==> src/rtl/cmt_pkg.sv <==
package cmt_pkg;
    localparam int SEL_W = 2;
    localparam int PS_W  = 9;
    localparam int REG_W = 16;

    typedef enum logic [1:0] {
        SEL_CTRL = 2'd0,
        SEL_CNT  = 2'd1,
        SEL_CMP  = 2'd2,
        SEL_NONE = 2'd3
    } reg_sel_e;

    // last prescaler state for a divider of 8 << (2*sel)
    function automatic logic [PS_W-1:0] ps_last(input logic [SEL_W-1:0] sel);
        return PS_W'((8 << (2 * sel)) - 1);
    endfunction
endpackage

==> src/rtl/cmt_prescaler.sv <==
module cmt_prescaler
    import cmt_pkg::*;
(
    input  logic             clk,
    input  logic             rst_n,
    input  logic             restart,
    input  logic [SEL_W-1:0] sel,
    output logic             tick
);
    typedef struct packed {
        logic [PS_W-1:0] cnt;
    } ps_state_t;

    ps_state_t s_d, s_q;

    always_comb begin
        s_d  = s_q;
        tick = (s_q.cnt >= ps_last(sel));
        if (restart || tick) begin
            s_d.cnt = '0;
        end else begin
            s_d.cnt = s_q.cnt + 1'b1;
        end
    end

    always_ff @(posedge clk) begin
        if (!rst_n) begin
            s_q <= '0;
        end else begin
            s_q <= s_d;
        end
    end
endmodule

==> src/rtl/cmt_channel.sv <==
module cmt_channel
    import cmt_pkg::*;
#(
    parameter int CNT_W = 32
) (
    input  logic             clk,
    input  logic             rst_n,
    input  logic             run,
    input  logic             tick,
    input  logic             wr_ctrl,
    input  logic             wr_cnt,
    input  logic             wr_cmp,
    input  logic [CNT_W-1:0] wdata,
    output logic [REG_W-1:0] ctrl_o,
    output logic [CNT_W-1:0] cnt_o,
    output logic [CNT_W-1:0] cmp_o,
    output logic [SEL_W-1:0] sel_o,
    output logic             flag_m_o,
    output logic             flag_w_o,
    output logic             pend_o,
    output logic             irq_o
);
    localparam bit WIDE   = (CNT_W > 16);
    localparam int FM_BIT = WIDE ? 15 : 7;
    localparam int FW_BIT = 14;
    localparam int IE_BIT = WIDE ? 5 : 6;

    typedef struct packed {
        logic [CNT_W-1:0] cnt;
        logic [CNT_W-1:0] cmp;
        logic [CNT_W-1:0] pval;
        logic [SEL_W-1:0] sel;
        logic             ie;
        logic             fm;
        logic             fw;
        logic             pend;
        logic             pstep;
    } ch_state_t;

    ch_state_t s_d, s_q;
    logic      hit_m, hit_w, keep_m, keep_w;

    always_comb begin
        s_d   = s_q;
        hit_m = 1'b0;
        hit_w = 1'b0;

        // count path, with the parked write landing on its second tick
        if (tick) begin
            if (s_q.pend && s_q.pstep) begin
                s_d.cnt   = s_q.pval;
                s_d.pend  = 1'b0;
                s_d.pstep = 1'b0;
            end else begin
                if (s_q.pend) begin
                    s_d.pstep = 1'b1;
                end
                if (run) begin
                    if (s_q.cnt == s_q.cmp) begin
                        s_d.cnt = '0;
                        hit_m   = 1'b1;
                    end else if (s_q.cnt == '1) begin
                        s_d.cnt = '0;
                        hit_w   = WIDE;
                    end else begin
                        s_d.cnt = s_q.cnt + 1'b1;
                    end
                end
            end
        end

        if (wr_cnt) begin
            s_d.pend  = 1'b1;
            s_d.pstep = 1'b0;
            s_d.pval  = wdata;
        end

        if (wr_cmp) begin
            s_d.cmp = wdata;
        end

        keep_m = wr_ctrl ? wdata[FM_BIT] : 1'b1;
        keep_w = wr_ctrl ? wdata[FW_BIT] : 1'b1;
        if (wr_ctrl) begin
            s_d.sel = wdata[SEL_W-1:0];
            s_d.ie  = wdata[IE_BIT];
        end
        // a hardware set outranks a clearing write in the same cycle
        s_d.fm = (s_q.fm & keep_m) | hit_m;
        s_d.fw = WIDE && ((s_q.fw & keep_w) | hit_w);
    end

    always_ff @(posedge clk) begin
        if (!rst_n) begin
            s_q     <= '0;
            s_q.cmp <= '1;
        end else begin
            s_q <= s_d;
        end
    end

    always_comb begin
        ctrl_o              = '0;
        ctrl_o[SEL_W-1:0]   = s_q.sel;
        ctrl_o[IE_BIT]      = s_q.ie;
        ctrl_o[FM_BIT]      = s_q.fm;
        if (WIDE) begin
            ctrl_o[FW_BIT] = s_q.fw;
        end
    end

    assign cnt_o    = s_q.cnt;
    assign cmp_o    = s_q.cmp;
    assign sel_o    = s_q.sel;
    assign flag_m_o = s_q.fm;
    assign flag_w_o = s_q.fw;
    assign pend_o   = s_q.pend;
    assign irq_o    = s_q.ie & (s_q.fm | s_q.fw);
endmodule

==> src/rtl/cmt_timer.sv <==
module cmt_timer
    import cmt_pkg::*;
#(
    parameter  int NCH    = 2,
    parameter  int CNT_W  = 32,
    localparam int STRIDE = (CNT_W > 16) ? 4 : 2,
    localparam int SPAN   = 4 * STRIDE,
    localparam int ADDR_W = $clog2((NCH + 1) * SPAN + 1)
) (
    input  logic              clk,
    input  logic              rst_n,
    input  logic [ADDR_W-1:0] bus_addr,
    input  logic              bus_we,
    input  logic [CNT_W-1:0]  bus_wdata,
    output logic [CNT_W-1:0]  bus_rdata,
    output logic              irq
);
    typedef struct packed {
        logic [NCH-1:0] run;
    } top_state_t;

    top_state_t s_d, s_q;

    logic                       wr_start;
    logic [NCH-1:0]             restart_v;
    logic [NCH-1:0]             tick_v;
    logic [NCH-1:0]             flag_m_v;
    logic [NCH-1:0]             flag_w_v;
    logic [NCH-1:0]             pend_v;
    logic [NCH-1:0]             irq_v;
    logic [NCH-1:0][REG_W-1:0]  ctrl_rd;
    logic [NCH-1:0][CNT_W-1:0]  cnt_rd;
    logic [NCH-1:0][CNT_W-1:0]  cmp_rd;
    reg_sel_e                   rsel_a [NCH];

    assign wr_start = bus_we && (bus_addr == '0);

    always_comb begin
        s_d = s_q;
        if (wr_start) begin
            s_d.run = bus_wdata[NCH-1:0];
        end
    end

    always_ff @(posedge clk) begin
        if (!rst_n) begin
            s_q <= '0;
        end else begin
            s_q <= s_d;
        end
    end

    for (genvar c = 0; c < NCH; c++) begin : gen_ch
        localparam int BASE = (c + 1) * SPAN;

        logic [ADDR_W-1:0] off;
        logic              in_rng;
        reg_sel_e          rsel;
        logic [SEL_W-1:0]  sel;

        assign off    = bus_addr - ADDR_W'(BASE);
        assign in_rng = (bus_addr >= ADDR_W'(BASE)) && (bus_addr < ADDR_W'(BASE + SPAN));

        always_comb begin
            rsel = SEL_NONE;
            if (in_rng) begin
                if (off == '0) begin
                    rsel = SEL_CTRL;
                end else if (off == ADDR_W'(STRIDE)) begin
                    rsel = SEL_CNT;
                end else if (off == ADDR_W'(2 * STRIDE)) begin
                    rsel = SEL_CMP;
                end
            end
        end

        assign rsel_a[c]    = rsel;
        assign restart_v[c] = wr_start && bus_wdata[c] && !s_q.run[c];

        cmt_prescaler i_ps (
            .clk     (clk),
            .rst_n   (rst_n),
            .restart (restart_v[c]),
            .sel     (sel),
            .tick    (tick_v[c])
        );

        cmt_channel #(.CNT_W(CNT_W)) i_ch (
            .clk      (clk),
            .rst_n    (rst_n),
            .run      (s_q.run[c]),
            .tick     (tick_v[c]),
            .wr_ctrl  (bus_we && (rsel == SEL_CTRL)),
            .wr_cnt   (bus_we && (rsel == SEL_CNT)),
            .wr_cmp   (bus_we && (rsel == SEL_CMP)),
            .wdata    (bus_wdata),
            .ctrl_o   (ctrl_rd[c]),
            .cnt_o    (cnt_rd[c]),
            .cmp_o    (cmp_rd[c]),
            .sel_o    (sel),
            .flag_m_o (flag_m_v[c]),
            .flag_w_o (flag_w_v[c]),
            .pend_o   (pend_v[c]),
            .irq_o    (irq_v[c])
        );
    end

    always_comb begin
        bus_rdata = '0;
        if (bus_addr == '0) begin
            bus_rdata[NCH-1:0] = s_q.run;
        end
        for (int c = 0; c < NCH; c++) begin
            case (rsel_a[c])
                SEL_CTRL: bus_rdata = CNT_W'(ctrl_rd[c]);
                SEL_CNT:  bus_rdata = cnt_rd[c];
                SEL_CMP:  bus_rdata = cmp_rd[c];
                default:  ;
            endcase
        end
    end

    assign irq = |irq_v;
endmodule

==> config.mk <==
export PLATFORM = sky130hd
export DESIGN_NAME = cmt_timer
export DESIGN_NICKNAME = d
export VERILOG_FILES = /design/src/rtl/cmt_pkg.sv /design/src/rtl/cmt_prescaler.sv /design/src/rtl/cmt_channel.sv /design/src/rtl/cmt_timer.sv
export SDC_FILE = /design/constraint.sdc
export NUM_CORES = 1
export LEC_CHECK = 0
export ABC_AREA = 1
export ABC_CLOCK_PERIOD_IN_PS = 2100
export BUFFER_PORTS_ARGS = -buffer_cell sky130_fd_sc_hd__buf_2
export CORE_ASPECT_RATIO = 2
export CORE_MARGIN = 1.5
export CORE_UTILIZATION = 62
export DETAILED_ROUTE_END_ITERATION = 8
export PLACE_DENSITY_LB_ADDON = 0.15
export SYNTH_ARGS = -nofsm -noshare
export SYNTH_HDL_FRONTEND = slang
export SYNTH_SLANG_ARGS = --single-unit
==> constraint.sdc <==
create_clock -name clk -period 2.1 [get_ports clk]
set_input_delay 0.21 -clock clk [delete_from_list [all_inputs] [get_ports clk]]
set_output_delay 0.21 -clock clk [all_outputs]
set_load 0.05 [all_outputs]
**Word-level counts from Yosys, hierarchy flattened**

Index checks and enable logic that the tools add are counted.

- ROM bits: 0
- Bits in registers: 226
- Output and inout port bits: 33
- Bits of input ports: 41
- Bits in latches: 0
- Memory bits (writable): 0
- Memories: 0

- Eq/ne operators: 12
- Div/mod/pow operators: 0
- $lt $le $gt $ge: 6
- $add $sub $neg: 8
- Muxes and demuxes: 51
- Reductions and logical operators: 43
- Shift operators: 2
- $mul: 0
- Bitwise logic cells: 13

Operator list:

| kind | number |
|---|---|
| 32-bit 2-to-1 mux | 8 |
| 32-bit one-hot mux with 3 select lines | 2 |
| 32-bit by 1-bit adder with 32-bit output (second input constant) | 2 |
| 32-bit equality test | 2 |
| 32-bit equality test (second input constant) | 2 |
| 1-bit 2-to-1 mux | 30 |
| 2-bit 2-to-1 mux | 11 |
| 9-bit by 1-bit adder with 9-bit output (second input constant) | 2 |
| 9-bit >= comparator | 2 |
| 6-bit logical NOT | 3 |
| 4-bit by 3-bit left shift with 9-bit output (first input constant) | 2 |
| 9-bit by 2-bit subtractor with 9-bit output (second input constant) | 2 |
| 2-bit nonzero test | 8 |
| 1-bit logical AND | 15 |
| 6-bit by 3-bit equality test with 1-bit output (second input constant) | 2 |
| 6-bit by 4-bit equality test with 1-bit output (second input constant) | 2 |
| 6-bit < comparator (second input constant) | 2 |
| 2-bit AND reduction | 6 |
| 2-bit OR reduction | 5 |
| 1-bit bitwise AND | 6 |
| 6-bit by 5-bit >= comparator with 1-bit output (second input constant) | 1 |
| 6-bit >= comparator (second input constant) | 1 |
| 1-bit OR | 6 |
| 6-bit by 5-bit subtractor with 6-bit output (second input constant) | 1 |
| 7 further kinds | 12 |

**Longest topological paths before layout**

- Depth in word-level cells: 11
- Mapped depth: 12
- Mapped depth without buffers: 11

**By module**

A second synthesis with hierarchy kept.

- Cell total of the unflattened synthesis: 2214
- Area total of the unflattened synthesis: 14471.4 um^2

By module, submodules not included:

| module | area an instance (um^2) | times used | cells an instance | sequential area each (um^2) |
|---|---|---|---|---|
| cmt_channel | 5886.9 | 2 | 850 | 2062.0 |
| cmt_timer | 1569.0 | 1 | 358 | 40.0 |
| cmt_prescaler | 564.3 | 2 | 78 | 180.2 |

**Least setup slack after synthesis**

No wires, ideal clock.

- Path type: in2out
- From: in bus_addr[1]
- To: out bus_rdata[12]
- Path buffers: 0
- Path slack: 0.033 ns
- Arrival: 1.857 ns
- Stages on the path: 5
- Data required time: 1.890 ns
- Cell sequence: nor2_2 -> nand3_1 -> nor2_4 -> inv_2 -> o21ai_0

- Longest elaborated chain between the ends: 9
- Elaborated cells between the ends (all ways): 30

RTL lines:

| element | RTL line | text |
|---|---|---|
| start: declaration | cmt_timer.sv:12 | `input logic [ADDR_W-1:0] bus_addr,` |
| 6-bit by 5-bit subtractor with 6-bit output | cmt_timer.sv:61 | `assign off = bus_addr - ADDR_W'(BASE);` |
| 6-bit by 4-bit equality test with 1-bit output | cmt_timer.sv:71 | `end else if (off == ADDR_W'(2 * STRIDE)) begin` |
| 1-bit 2-to-1 mux | cmt_timer.sv:71 |  |
| 2-bit 2-to-1 mux | cmt_timer.sv:69 | `end else if (off == ADDR_W'(STRIDE)) begin` |
| 2-bit 2-to-1 mux | cmt_timer.sv:67 | `if (off == '0) begin` |
| 2-bit 2-to-1 mux | cmt_timer.sv:66 | `if (in_rng) begin` |
| 2-bit equality test (tied with other cells) | cmt_timer.sv:114 | `case (rsel_a[c])` |
| 32-bit one-hot mux with 3 select lines | cmt_timer.sv:114 |  |
| 32-bit one-hot mux with 3 select lines * | cmt_timer.sv:114 |  |
| end: declaration | cmt_timer.sv:15 | `output logic [CNT_W-1:0] bus_rdata,` |

Mark *: on every way between the ends. The rest lies on a longest branch, timed or not.

**Final worst setup path**

- From: reg gen_ch[1].i_ch.s_q, in the netlist gen_ch[1].i_ch.cnt_o[28]
- To: out bus_rdata[28]

- Longest elaborated chain between the ends: 1

RTL lines:

| element | RTL line | text |
|---|---|---|
| start: declaration | cmt_channel.sv:40 | `ch_state_t s_d, s_q;` |
| 32-bit one-hot mux with 3 select lines | cmt_timer.sv:114 |  |

Every way passes these cells.

==> results.md <==
* Pwr Total at around 9 mW
* DRC at 0
* Core footprint at approximately 20000 µm²
* Drt wl/cell at 17.0 µm
* Aggregate global-route resource usage at 0.365
* # fillers at 1739
* Initial DRC Count at 883
* Post-Route WL at 40.0 mm
* Detailed Place HPWL at between 20 and 30 mm
* Final GP Congestion at slightly below 1
* Mapped Cells at 1998
* Final Instance Count excl. Fillers at 2353
* Clock Sinks at 226
* # diodes at 0
* Reg2Reg Depth at 10
* Leak Pwr at 6.64 nW
* RSZ-0062 raised after global routing: false
* Initial antenna violation count at 0
* Most Used Layer, Global Route: met2
* Layout cells sized above 1 at 0.104
* Met3 GRT Util at 0.0342
* GR Overflow Total at 0
* Status: finished clean
* Actual slew at the worst max-slew pin at 707 ps
* TNS Setup at 0 ps
* Final Hold Viols at 0
* Worst hold stages at 3
* IO buf count at 73
* CTS tree: done
* Syn_area_per_cell at between 6 and 7 µm²
* Initial core utilization at 0.632
* Sequential area share after synthesis at 0.352
* Net Switching at between 2 and 2.5 mW
* DRT Pass-1 Iters at 8
* Seq pwr share at 0.479
* Max Transition Viols Final at 0
* Via-to-Cell Ratio at about 5.6
* Normalized max-slew margin at 0.528
* Synth Register Bits at roughly 230
* Clk slew on worst S/H paths at 70 ps
* Total of max-cap violations at 0
* TritonCTS Buffers at 22
* Yosys warning total at 0
* Post-synth ARST share at 0
* CP Max Fanout at 6
* Switch share at 0.225
* Full die area at 21700 µm²
* DIE WIDTH at 105 µm
* Root Buffer: clkbuf_16
* Synthesized area at 12900 µm²
* Clock Latency Late Sink at between 500 and 600 ps
* Largest net degree at the start of global routing at ~120
* Hold Path Class: primary input to flop
* Vias in the first global route at ~13000
* First-pass GRT wire length at between 60 and 70 mm
* PD cells at 617 nW/µm²
* Final Cycle Share at 0.984
* GR Layer Usage met1 at 0.408
* WP data arrival at 1860 ps
* Max Clock Skew at 16.4 ps
* Maximum root-to-sink buffer count at 3
* FMAX at 484 MHz
* Vias at 13204
* Distinct cell type count after synthesis at 40
* Hold slack at ~22 ps
* Final #Nets at 2130
* Peak VDD IR at 0.799 mV
* Cells after DPL at 2293
* Rows at 74
* Final min period at 2070 ps
* I/O pins at between 70 and 80
* Critical Path RT at roughly 1900 ps
* Number of flops mapped to enable cells by yosys at 0
* H-tree Lvls at 1
* Internal power at 7.02 mW
* Placed cell area at 13700 µm²
* P&R area growth vs syn at 14.1%
* Crit path kind: flop to primary output
* Endpoints failing setup at 0
* M2 GR Usage at 0.638
* Comb pwr share at 0.046
* Critical Path End Type: primary output
* Post-synth top flop: dfxtp_1
* Chip Height at 207 µm
* Startpoint Class: flop
* Clock network power share at 0.475
* Final ANT Viol Nets at 0
* Post-route cell area at 14700 µm²
* Syn nets at 2055
[repair_timing]
action	4_1_cts	5_1_grt
endpoints found under the setup margin	0	43
hold endpoints to repair	42	0
hold buffers	20	0
buffers inserted	0	2
resized for setup	0	9
[synthesized netlist by cell type, types with 3 or more instances]
cell | number | area [µm²]
nand2_1 | 597 | 2240
dfxtp_1 | 226 | 4520
o22ai_1 | 9 | 56.3
nor3_1 | 7 | 35.0
nor2_1 | 266 | 998
o21ai_0 | 85 | 425
inv_1 | 177 | 664
xnor2_1 | 54 | 473
xor2_1 | 40 | 350
a21oi_1 | 154 | 771
a22oi_1 | 7 | 52.6
o211ai_1 | 14 | 105
nor2_4 | 8 | 90.1
nand2_2 | 4 | 25.0
buf_2 | 38 | 190
nand3_2 | 7 | 70.1
buf_6 | 6 | 67.6
ha_1 | 16 | 200
nor3_2 | 3 | 30.0
nor2_2 | 9 | 56.3
clkbuf_2 | 8 | 40.0
o2111ai_1 | 24 | 210
nand3_1 | 158 | 791
clkbuf_1 | 43 | 161
nand4_1 | 7 | 43.8
inv_2 | 10 | 37.5
nand3b_1 | 3 | 22.5
[metal layers]
layer  up-vias  routed length (µm)  part of all wire
met1      5950               14800              0.37
met2       547               19400              0.49
met5         -                   0                 0
met4         0                3270             0.082
li1       6515                   -                 -
met3       192                2460             0.062
[state kept, by name, indices dropped and copies added (netlist names)]
name and count:
gen_ch.i_ch.s_q 66, gen_ch.i_ch.cmp_o 64, gen_ch.i_ch.cnt_o 64, gen_ch.i_ps.s_q 18, gen_ch.i_ch.sel_o 4, gen_ch.i_ch.ctrl_o 2
gen_ch.i_ch.flag_m_o 2, gen_ch.i_ch.flag_w_o 2, gen_ch.i_ch.pend_o 2, s_q 2
[path summary, 6_finish.rpt]
kind	startpoint	slack (ps)	to
worst max-delay path	gen_ch[1].i_ch.cnt_o[28]	30	bus_rdata[28]
worst min-delay path	bus_wdata[16]	20	gen_ch[1].i_ch.cmp_o[16]
worst max register to register	gen_ch[0].i_ch.sel_o[1]	80	gen_ch[0].i_ch.cnt_o[8]
worst min register to register	gen_ch[0].i_ch.s_q[16]	450	gen_ch[0].i_ch.s_q[16]
[final cells by class]
| type | count | area (µm²) | share of cell area |
|---|---|---|---|
| repair buffers | 149 | 1150 | 0.0785 |
| clock buffers | 32 | 669 | 0.0456 |
| well taps | 266 | 333 | 0.0227 |
| multi-input cells | 1485 | 7180 | 0.489 |
| flip-flops and latches | 226 | 4530 | 0.308 |
| inverters | 189 | 713 | 0.0486 |
| clock inverters | 6 | 109 | 0.00742 |
[kinds of logic (layout without fill, tap and decap cells)]
group | count (synthesis) | after routing | share of synthesized area
adders and majority gates | 16 | 16 | 0.0156
and+or+nand+nor | 1074 | 1074 | 0.345
buffers and inverters | 287 | 376 | 0.0920
AOI/OAI and AO/OA | 301 | 301 | 0.132
xor gates and xnor gates | 94 | 94 | 0.0640
DFF | 226 | 226 | 0.352
[critical path: stages (launching register included)]
cell and delay, ps:
dfxtp_1 460, inv_1 150, o2111ai_1 370, buf_2 340
[power by group through the flow]
stage | clock network (mW) | registers [mW] | logic (mW)
2_1_floorplan | 0 | 4.43 | 0.206
3_3_place_gp | 0 | 4.43 | 0.366
3_5_place_dp | 0 | 4.44 | 0.368
4_1_cts | 4.34 | 4.34 | 0.400
5_1_grt | 4.50 | 4.34 | 0.440
6_report | 4.31 | 4.34 | 0.412
[cell usage in the layout, fill, tap and decap left out, drive strengths merged, types with 2 or more instances in the layout]
cell,netlist,layout
inv,187,187
or2,2,2
bufinv,0,3
clkinv,2,4
o21ai,89,89
buf,47,129
nand3,165,165
o2111ai,24,24
a22oi,7,7
nor2,283,283
xnor2,54,54
nand2,602,602
nor3,10,10
o22ai,9,9
a21o,2,2
ha,16,16
nand3b,3,3
dfxtp,226,226
o211ai,15,15
nand4,7,7
dlygate4sd3,0,20
clkbuf,51,32
a21oi,154,154
xor2,40,40
[through the flow]
step                setup slack [ps]   util
floorplan                       33.4      -
global placement                 103  0.671
detailed placement              62.4  0.671
CTS                             50.8  0.719
global route                    2.83  0.721
finish                          32.8  0.721
(Power assumes the default switching activity.)
